[config.mk]
export PLATFORM = sky130hd
export DESIGN_NAME = wheel_pattern_gen
export DESIGN_NICKNAME = d
export VERILOG_FILES = /design/src/rtl/wpg_pkg.sv /design/src/rtl/wpg_regs.sv /design/src/rtl/wpg_prescaler.sv /design/src/rtl/wpg_position.sv /design/src/rtl/wpg_pattern_mem.sv /design/src/rtl/wheel_pattern_gen.sv
export SDC_FILE = /design/constraint.sdc
export NUM_CORES = 1
export LEC_CHECK = 0
export ABC_CLOCK_PERIOD_IN_PS = 6100
export BUFFER_PORTS_ARGS = -buffer_cell sky130_fd_sc_hd__buf_2
export CELL_PAD_IN_SITES_DETAIL_PLACEMENT = 1
export CELL_PAD_IN_SITES_GLOBAL_PLACEMENT = 1
export CORE_AREA = 3 3 148 150
export CTS_CLUSTER_SIZE = 8
export DETAILED_ROUTE_END_ITERATION = 8
export DIE_AREA = 0 0 151 153
export PLACE_DENSITY = 0.72
export SKIP_LAST_GASP = 1
export SLEW_MARGIN = 25
export SYNTH_ARGS = -nofsm -noshare
export SYNTH_HDL_FRONTEND = slang
export SYNTH_HIERARCHICAL = 1
export SYNTH_SLANG_ARGS = --single-unit
[constraint.sdc]
create_clock -name clk -period 6.1 [get_ports clk]
set_input_delay 0.915 -clock clk [delete_from_list [all_inputs] [get_ports clk]]
set_output_delay 0.915 -clock clk [all_outputs]
set_load 0.05 [all_outputs]
[src/rtl/wpg_pkg.sv]
package wpg_pkg;

  // Lower-address selectors for the control registers (address MSB = 0)
  localparam logic SEL_PERIOD = 1'b0;
  localparam logic SEL_ENABLE = 1'b1;

  // Default wheel: a tooth on every even position, last tooth slot empty
  function automatic logic tooth_present(int unsigned p, int unsigned len);
    return ((p % 2) == 0) && (p != (len - 2));
  endfunction

endpackage

[src/rtl/wpg_regs.sv]
module wpg_regs #(
  parameter int          ADDR_W       = 7,
  parameter int          PERIOD_W     = 24,
  parameter int unsigned RESET_PERIOD = 1000
) (
  input  logic                clk,
  input  logic                rst_n,
  input  logic                reg_we,
  input  logic [ADDR_W:0]     reg_addr,
  input  logic [PERIOD_W-1:0] reg_wdata,
  output logic [PERIOD_W-1:0] period_q,
  output logic                enable_q,
  output logic                pat_we,
  output logic [ADDR_W-1:0]   pat_addr,
  output logic                pat_bit
);
  import wpg_pkg::*;

  logic                ctrl_space;
  logic                period_we;
  logic                enable_we;
  logic [PERIOD_W-1:0] period_d;
  logic                enable_d;

  always_comb begin
    ctrl_space = reg_we && !reg_addr[ADDR_W] && (reg_addr[ADDR_W-1:1] == '0);
    period_we  = ctrl_space && (reg_addr[0] == SEL_PERIOD);
    enable_we  = ctrl_space && (reg_addr[0] == SEL_ENABLE);
    pat_we     = reg_we && reg_addr[ADDR_W];
    pat_addr   = reg_addr[ADDR_W-1:0];
    pat_bit    = reg_wdata[0];
    period_d   = period_we ? reg_wdata : period_q;
    enable_d   = enable_we ? reg_wdata[0] : enable_q;
  end

  always_ff @(posedge clk or negedge rst_n) begin
    if (!rst_n) begin
      period_q <= PERIOD_W'(RESET_PERIOD);
      enable_q <= 1'b0;
    end else begin
      period_q <= period_d;
      enable_q <= enable_d;
    end
  end

endmodule

[src/rtl/wpg_prescaler.sv]
module wpg_prescaler #(
  parameter int          PERIOD_W     = 24,
  parameter int unsigned RESET_PERIOD = 1000
) (
  input  logic                clk,
  input  logic                rst_n,
  input  logic                run,
  input  logic [PERIOD_W-1:0] period_in,
  output logic                step,
  output logic [PERIOD_W-1:0] tick
);

  logic [PERIOD_W-1:0] tick_q, tick_d;
  logic [PERIOD_W-1:0] act_q, act_d;

  // Active period is only reloaded at a step boundary or while stopped
  always_comb begin
    step   = run && (tick_q >= act_q);
    tick_d = tick_q;
    act_d  = act_q;
    if (!run) begin
      act_d = period_in;
    end else if (step) begin
      tick_d = '0;
      act_d  = period_in;
    end else begin
      tick_d = tick_q + 1'b1;
    end
  end

  always_ff @(posedge clk or negedge rst_n) begin
    if (!rst_n) begin
      tick_q <= '0;
      act_q  <= PERIOD_W'(RESET_PERIOD);
    end else begin
      tick_q <= tick_d;
      act_q  <= act_d;
    end
  end

  assign tick = tick_q;

endmodule

[src/rtl/wpg_position.sv]
module wpg_position #(
  parameter int POS_COUNT = 72,
  localparam int ADDR_W   = $clog2(POS_COUNT)
) (
  input  logic              clk,
  input  logic              rst_n,
  input  logic              step,
  output logic [ADDR_W-1:0] pos
);

  localparam logic [ADDR_W-1:0] LAST = ADDR_W'(POS_COUNT - 1);

  logic [ADDR_W-1:0] pos_q, pos_d;

  always_comb begin
    pos_d = pos_q;
    if (step) begin
      pos_d = (pos_q == LAST) ? '0 : pos_q + 1'b1;
    end
  end

  always_ff @(posedge clk or negedge rst_n) begin
    if (!rst_n) pos_q <= '0;
    else        pos_q <= pos_d;
  end

  assign pos = pos_q;

endmodule

[src/rtl/wpg_pattern_mem.sv]
module wpg_pattern_mem #(
  parameter int POS_COUNT = 72,
  localparam int ADDR_W   = $clog2(POS_COUNT)
) (
  input  logic              clk,
  input  logic              rst_n,
  input  logic              wr_en,
  input  logic [ADDR_W-1:0] wr_addr,
  input  logic              wr_bit,
  input  logic [ADDR_W-1:0] rd_addr,
  output logic              rd_bit
);

  logic bits_q [POS_COUNT];

  for (genvar g = 0; g < POS_COUNT; g++) begin : g_cell
    localparam logic DEF_BIT = wpg_pkg::tooth_present(g, POS_COUNT);
    logic cell_en;
    assign cell_en = wr_en && (wr_addr == ADDR_W'(g));
    always_ff @(posedge clk or negedge rst_n) begin
      if (!rst_n)       bits_q[g] <= DEF_BIT;
      else if (cell_en) bits_q[g] <= wr_bit;
    end
  end

  assign rd_bit = bits_q[rd_addr];

endmodule

[src/rtl/wheel_pattern_gen.sv]
module wheel_pattern_gen #(
  parameter int          POS_COUNT    = 72,
  parameter int          PERIOD_W     = 24,
  parameter int unsigned RESET_PERIOD = 1000,
  localparam int         ADDR_W       = $clog2(POS_COUNT)
) (
  input  logic                clk,
  input  logic                rst_n,
  input  logic                reg_we,
  input  logic [ADDR_W:0]     reg_addr,
  input  logic [PERIOD_W-1:0] reg_wdata,
  output logic                wheel_out,
  output logic [ADDR_W-1:0]   pos_idx
);

  logic [1:0]          rst_pipe_q;
  logic                rst_core_n;
  logic [PERIOD_W-1:0] period_q;
  logic                enable_q;
  logic                pat_we;
  logic [ADDR_W-1:0]   pat_addr;
  logic                pat_bit;
  logic                step;
  logic [PERIOD_W-1:0] tick_cnt;
  logic                pat_rd_bit;

  // Asynchronous assert, synchronous release
  always_ff @(posedge clk or negedge rst_n) begin
    if (!rst_n) rst_pipe_q <= '0;
    else        rst_pipe_q <= {rst_pipe_q[0], 1'b1};
  end
  assign rst_core_n = rst_pipe_q[1];

  wpg_regs #(
    .ADDR_W(ADDR_W), .PERIOD_W(PERIOD_W), .RESET_PERIOD(RESET_PERIOD)
  ) u_regs (
    .clk(clk), .rst_n(rst_core_n), .reg_we(reg_we), .reg_addr(reg_addr),
    .reg_wdata(reg_wdata), .period_q(period_q), .enable_q(enable_q),
    .pat_we(pat_we), .pat_addr(pat_addr), .pat_bit(pat_bit)
  );

  wpg_prescaler #(
    .PERIOD_W(PERIOD_W), .RESET_PERIOD(RESET_PERIOD)
  ) u_pre (
    .clk(clk), .rst_n(rst_core_n), .run(enable_q), .period_in(period_q),
    .step(step), .tick(tick_cnt)
  );

  wpg_position #(.POS_COUNT(POS_COUNT)) u_pos (
    .clk(clk), .rst_n(rst_core_n), .step(step), .pos(pos_idx)
  );

  wpg_pattern_mem #(.POS_COUNT(POS_COUNT)) u_mem (
    .clk(clk), .rst_n(rst_core_n), .wr_en(pat_we), .wr_addr(pat_addr),
    .wr_bit(pat_bit), .rd_addr(pos_idx), .rd_bit(pat_rd_bit)
  );

  assign wheel_out = enable_q & pat_rd_bit;

endmodule

## After elaboration in Yosys (flattened, before gate mapping)

Cells that the tools add are included.

| cells by class | value |
|---|---|
| add/sub/neg operators | 2 |
| order comparisons | 2 |
| equal/unequal tests | 73 |
| multiplexer cells | 7 |
| bitwise gates (word level) | 3 |
| reduce and logical (&&, ||, !) cells | 81 |

Operators by type and width:

| cell | count |
|---|---|
| 7-bit by 6-bit == test with 1-bit output (second input constant) | 32 |
| 7-bit by 5-bit == test with 1-bit output (second input constant) | 16 |
| 1-bit logical AND | 78 |
| 24-bit two-way mux | 3 |
| 7-bit == test (second input constant) | 9 |
| 7-bit by 4-bit == test with 1-bit output (second input constant) | 8 |
| 7-bit by 3-bit == test with 1-bit output (second input constant) | 4 |
| 24-bit by 1-bit adder with 24-bit output (second input constant) | 1 |
| 24-bit greater-or-equal comparator | 1 |
| 7-bit by 2-bit == test with 1-bit output (second input constant) | 2 |
| 8-bit greater-or-equal comparator (second input constant) | 1 |
| 7-bit NOT with 8-bit output | 1 |
| 7-bit by 1-bit adder with 7-bit output (second input constant) | 1 |
| 1-bit binary-select mux with 7-bit select | 1 |
| 7-bit by 1-bit == test with 1-bit output (second input constant) | 1 |
| 7-bit logical NOT | 1 |
| 7-bit two-way mux | 1 |
| 6-bit logical NOT | 1 |
| 1-bit two-way mux | 2 |
| 2-bit != test (second input constant) | 1 |
| 1-bit bitwise AND | 1 |
| 1-bit logical NOT | 1 |
| 1-bit NOT | 1 |

| word-level totals | value |
|---|---|
| bits in registers | 154 |
| input port bits | 35 |
| output and inout bits | 8 |
| word-level logic and storage cells | 246 |

## Depth between registers and ports, before layout

| logic depth | value |
|---|---|
| depth in word-level cells | 5 |
| gate-level depth with buffers | 12 |
| mapped depth without buffers | 10 |

## Modules after synthesis

Netlist, hierarchy kept.

By module, submodules not included:

| module | times used | cells each | area each (um^2) | sequential area each (um^2) |
|---|---|---|---|---|
| wpg_pattern_mem | 1 | 321 | 3,856.2 | 1,845.5 |
| wpg_prescaler | 1 | 273 | 2,810.2 | 1,208.7 |
| wpg_regs | 1 | 66 | 1,128.6 | 633.1 |
| wpg_position | 1 | 32 | 351.6 | 175.2 |
| wheel_pattern_gen | 1 | 4 | 60.1 | 50.0 |

## Least setup slack after synthesis

No wires, ideal clock.

| path | value |
|---|---|
| path type | reg2out |
| start | register u_pos.pos_q[2] (netlist: u_pos/pos[2]) |
| end | output wheel_out |
| arrival | 2.425 ns |
| data required time | 5.185 ns |
| setup slack | 2.760 ns |
| cell stages (with the launch flop) | 8 |
| buffers on the path | 2 |
| path through | dfrtp_1 -> buf_2 -> buf_2 -> mux4_2 -> mux4_2 -> nand2_1 -> o2111ai_1 -> and2_1 |

| between the ends | value |
|---|---|
| word-level cells in the longest chain between the ends | 5 |

Ends and longest elaborated chain:

| element | line | source |
|---|---|---|
| start: declaration | wpg_position.sv:13 | `logic [ADDR_W-1:0] pos_q, pos_d;` |
| start signal: assignment | wpg_position.sv:24 | `else pos_q <= pos_d;` |
| 7-bit NOT with 8-bit output (implied by the code) | wpg_pattern_mem.sv:26 | `assign rd_bit = bits_q[rd_addr];` |
| 1-bit binary-select mux with 7-bit select | wpg_pattern_mem.sv:26 |  |
| 1-bit two-way mux (implied by the code) (2 in a row) | wpg_pattern_mem.sv:26 |  |
| via pat_rd_bit | wheel_pattern_gen.sv:25 | `logic pat_rd_bit;` |
| 1-bit bitwise AND | wheel_pattern_gen.sv:58 | `assign wheel_out = enable_q & pat_rd_bit;` |
| end: declaration | wheel_pattern_gen.sv:12 | `output logic wheel_out,` |

The timed path passes the listed nets, and every way through them passes these cells. The select of a mux whose other input is x is not followed.

## Final worst setup path

Ends and elaborated chain as after synthesis.

==> impl_metrics.tcl <==
set metrics [dict create \
    die_w_um 151 \
    grt_max_degree 85 \
    ir_worst_vdd_mv 0.171 \
    area_growth_pct 12.0 \
    yosys_warnings 6 \
    yosysTopAreaCell "dfrtp_1" \
    cts_resized 0 \
    yosysMostFrequentCell "dfrtp_1" \
    final-setup-viol-count 0 \
    grt_pass1_wl_um 32700 \
    clk-insertion-delay-late_ns 0.43 \
    synth.distinct_cells 64 \
    critPathKind "reg2out" \
    first_pass_iters 4 \
    synth.top_cell.area_share_pct 32.6 \
    initial_utilization_pct 39.4 \
    max_slew_margin_pct 36.7 \
    synth.net_count 757 \
    grt_usage_pct 17.9 \
    ys_seq_elements 154 \
    drt_wl_total_um 19700 \
    synthTopCellsByArea "dfrtp_1, dfstp_2, mux2_2" \
    cp-end-kind "output pin" \
    clock-sinks 154 \
    async_flop_share_pct 100 \
    p_leak_nw 4.04 \
    clockBufferDepth 2 \
    pin_count 43 \
    synth_flop_cell "dfrtp_1" \
    final.period_utilization_pct 62.9 \
    core_area_um2 20800 \
    drtIter0Drc 253 \
    antenna_found_initial 1 \
    tns_ns 0 \
    row_count 53 \
    fmax_mhz 260 \
    hold_buffers 0 \
    synth_edf_count 0 \
    ant_nets 0 \
    syn_area_um2 8210 \
    place_congestion 0.825 \
    synth_common_cells "dfrtp_1, nor2_1, mux2_2, nand2_1, dfstp_2" \
    dp_hpwl_um 13400 \
    slew_viol_final 0 \
    rsz0062_at_grt "false" \
    ys_seq_area_share_pct 47.7 \
    htree_levels 4 \
    detail_route.vias_per_cell 5.36 \
    via_count 5404 \
    finClkSkew_ns 0.00890 \
    status "complete, no violations" \
    maxCapViolations 0 \
    wire_per_inst_um 19.6 \
    grt_overflow_total 0 \
    hold_viol 0 \
    syn_avg_cell_area_um2 11.8 \
    grt_pass1_vias 6077 \
    layout-drive-gt1-share_pct 34.1 \
    hold_class "in2async" \
    cts_made_buffers 17 \
    clk_pin_slew_ns 0.06 \
    die_h_um 153 \
    portBuffers 42 \
    powerDensity_nw_per_um2 322 \
    worst_pin_slew_ns 0.950 \
    cp-start-kind "register" \
    crit_required_ns 5.18 \
    drc 0 \
    die_area_um2 23100 \
    root_buffer "clkbuf_16" \
    diodes 0 \
    cts_tree "built" \
    cts_setup_buffers 0 \
    netlist_instances 696 \
    final_nets 781 \
    crit_fanout 22 \
    whs_ns 0.263 \
    finalCriticalPeriod_ns 3.84 \
    arrival_ns 2.92 \
]
==> cell type report <==
class	count	area (µm²)
Inverter	32	120
Timing Repair Buffer	46	246
Tap cell	275	344
Fill cell	2251	11600
Clock buffer	19	475
Multi-Input combinational cell	469	3930
Sequential cell	154	3920
Clock inverter	13	151
==> per-layer routing <==
metal  GRT usage [%]  wire (µm)  up-vias
li1                -          -     2478
met1            22.8       8410     2808
met2            30.5      10300       90
met3            3.32        613       28
met4            5.92        363        0
met5               0          0        -
==> path summary, 6_finish.rpt <==
kind                                start              end  slack (ns)  cells past startpoint
max                          u_pos/pos[2]        wheel_out        2.26                      7
min                                 rst_n    rst_pipe_q[1]        0.26                      1
max reg2reg                u_pre/tick[15]  u_pre/act_q[15]        2.54                      7
min reg2reg                 rst_pipe_q[0]    rst_pipe_q[1]        0.36                      0
max in group asynchronous   rst_pipe_q[1]    u_pre/tick[4]        4.35                      1
min in group clk            rst_pipe_q[0]    rst_pipe_q[1]        0.36                      0
==> layout by cell type, fill, tap and decap left out, types with 4 or more instances in the layout <==
cell type	count
a21oi_1	12
mux2i_1	5
o311ai_1	6
mux4_2	14
dfrtp_1	105
nand2_1	60
and2_1	5
buf_2	41
nor2_1	76
mux2_1	30
mux2_4	20
buf_4	4
nor2b_1	9
clkbuf_16	19
ha_1	26
xnor2_1	10
nand2b_1	12
nand4_1	15
mux2_2	75
inv_1	32
dfstp_2	47
nor3b_1	4
nor3_1	8
mux4_1	4
xor2_1	6
nand3_1	23
inv_6	5
and3_1	4
==> sequential cells by signal, summed over array words and instances (netlist names) <==
register,count
u_regs/period_q,24
u_pre/act_q,24
rst_pipe_q,2
u_pre/tick,24
u_mem/bits_q,72
u_regs/enable_q,1
u_pos/pos,7
==> critical path, stage by stage, from the launching register on <==
cell and delay [ns]:
dfrtp_1 0.97, mux4_2 0.37, a22oi_1 0.09, a311oi_1 0.34, a21oi_1 0.07, o2111ai_1 0.19, and2_1 0.19, buf_2 0.27
==> logic make-up after synthesis <==
| group | after synthesis | synth area share (%) |
|---|---|---|
| compound gates | 40 | 3.69 |
| xor+xnor | 16 | 1.71 |
| fa+ha+maj | 26 | 3.96 |
| buf+inv | 73 | 4.47 |
| flops | 154 | 47.7 |
| mux | 148 | 23.8 |
| other cells | 1 | 0.0457 |
| simple gates | 238 | 14.7 |
==> power breakdown <==
part	leakage (nW)	internal (W)	total [W]	switching, W
Sequential	1.91	0.00112	0.00126	0.000143
Clock	0.300	0.000661	0.00111	0.000453
Combinational	1.83	0.000251	0.000580	0.000329
Total	4.04	0.00203	0.00295	0.000925
==> per-stage QoR <==
stage	power, W	instance area, µm²	utilization, %	std cells	setup WS [ns]
final	0.00295	9190	44.1	1008	2.26
after CTS	0.00298	9180	44.1	1008	2.03
after floorplan	0.00169	8210	-	696	1.57
after detailed placement	0.00184	8550	41.1	976	2.51
after global placement	0.00179	8550	41.1	976	2.62
after global routing	0.00312	9190	44.1	1008	2.07
(Power assumes the default switching activity.)
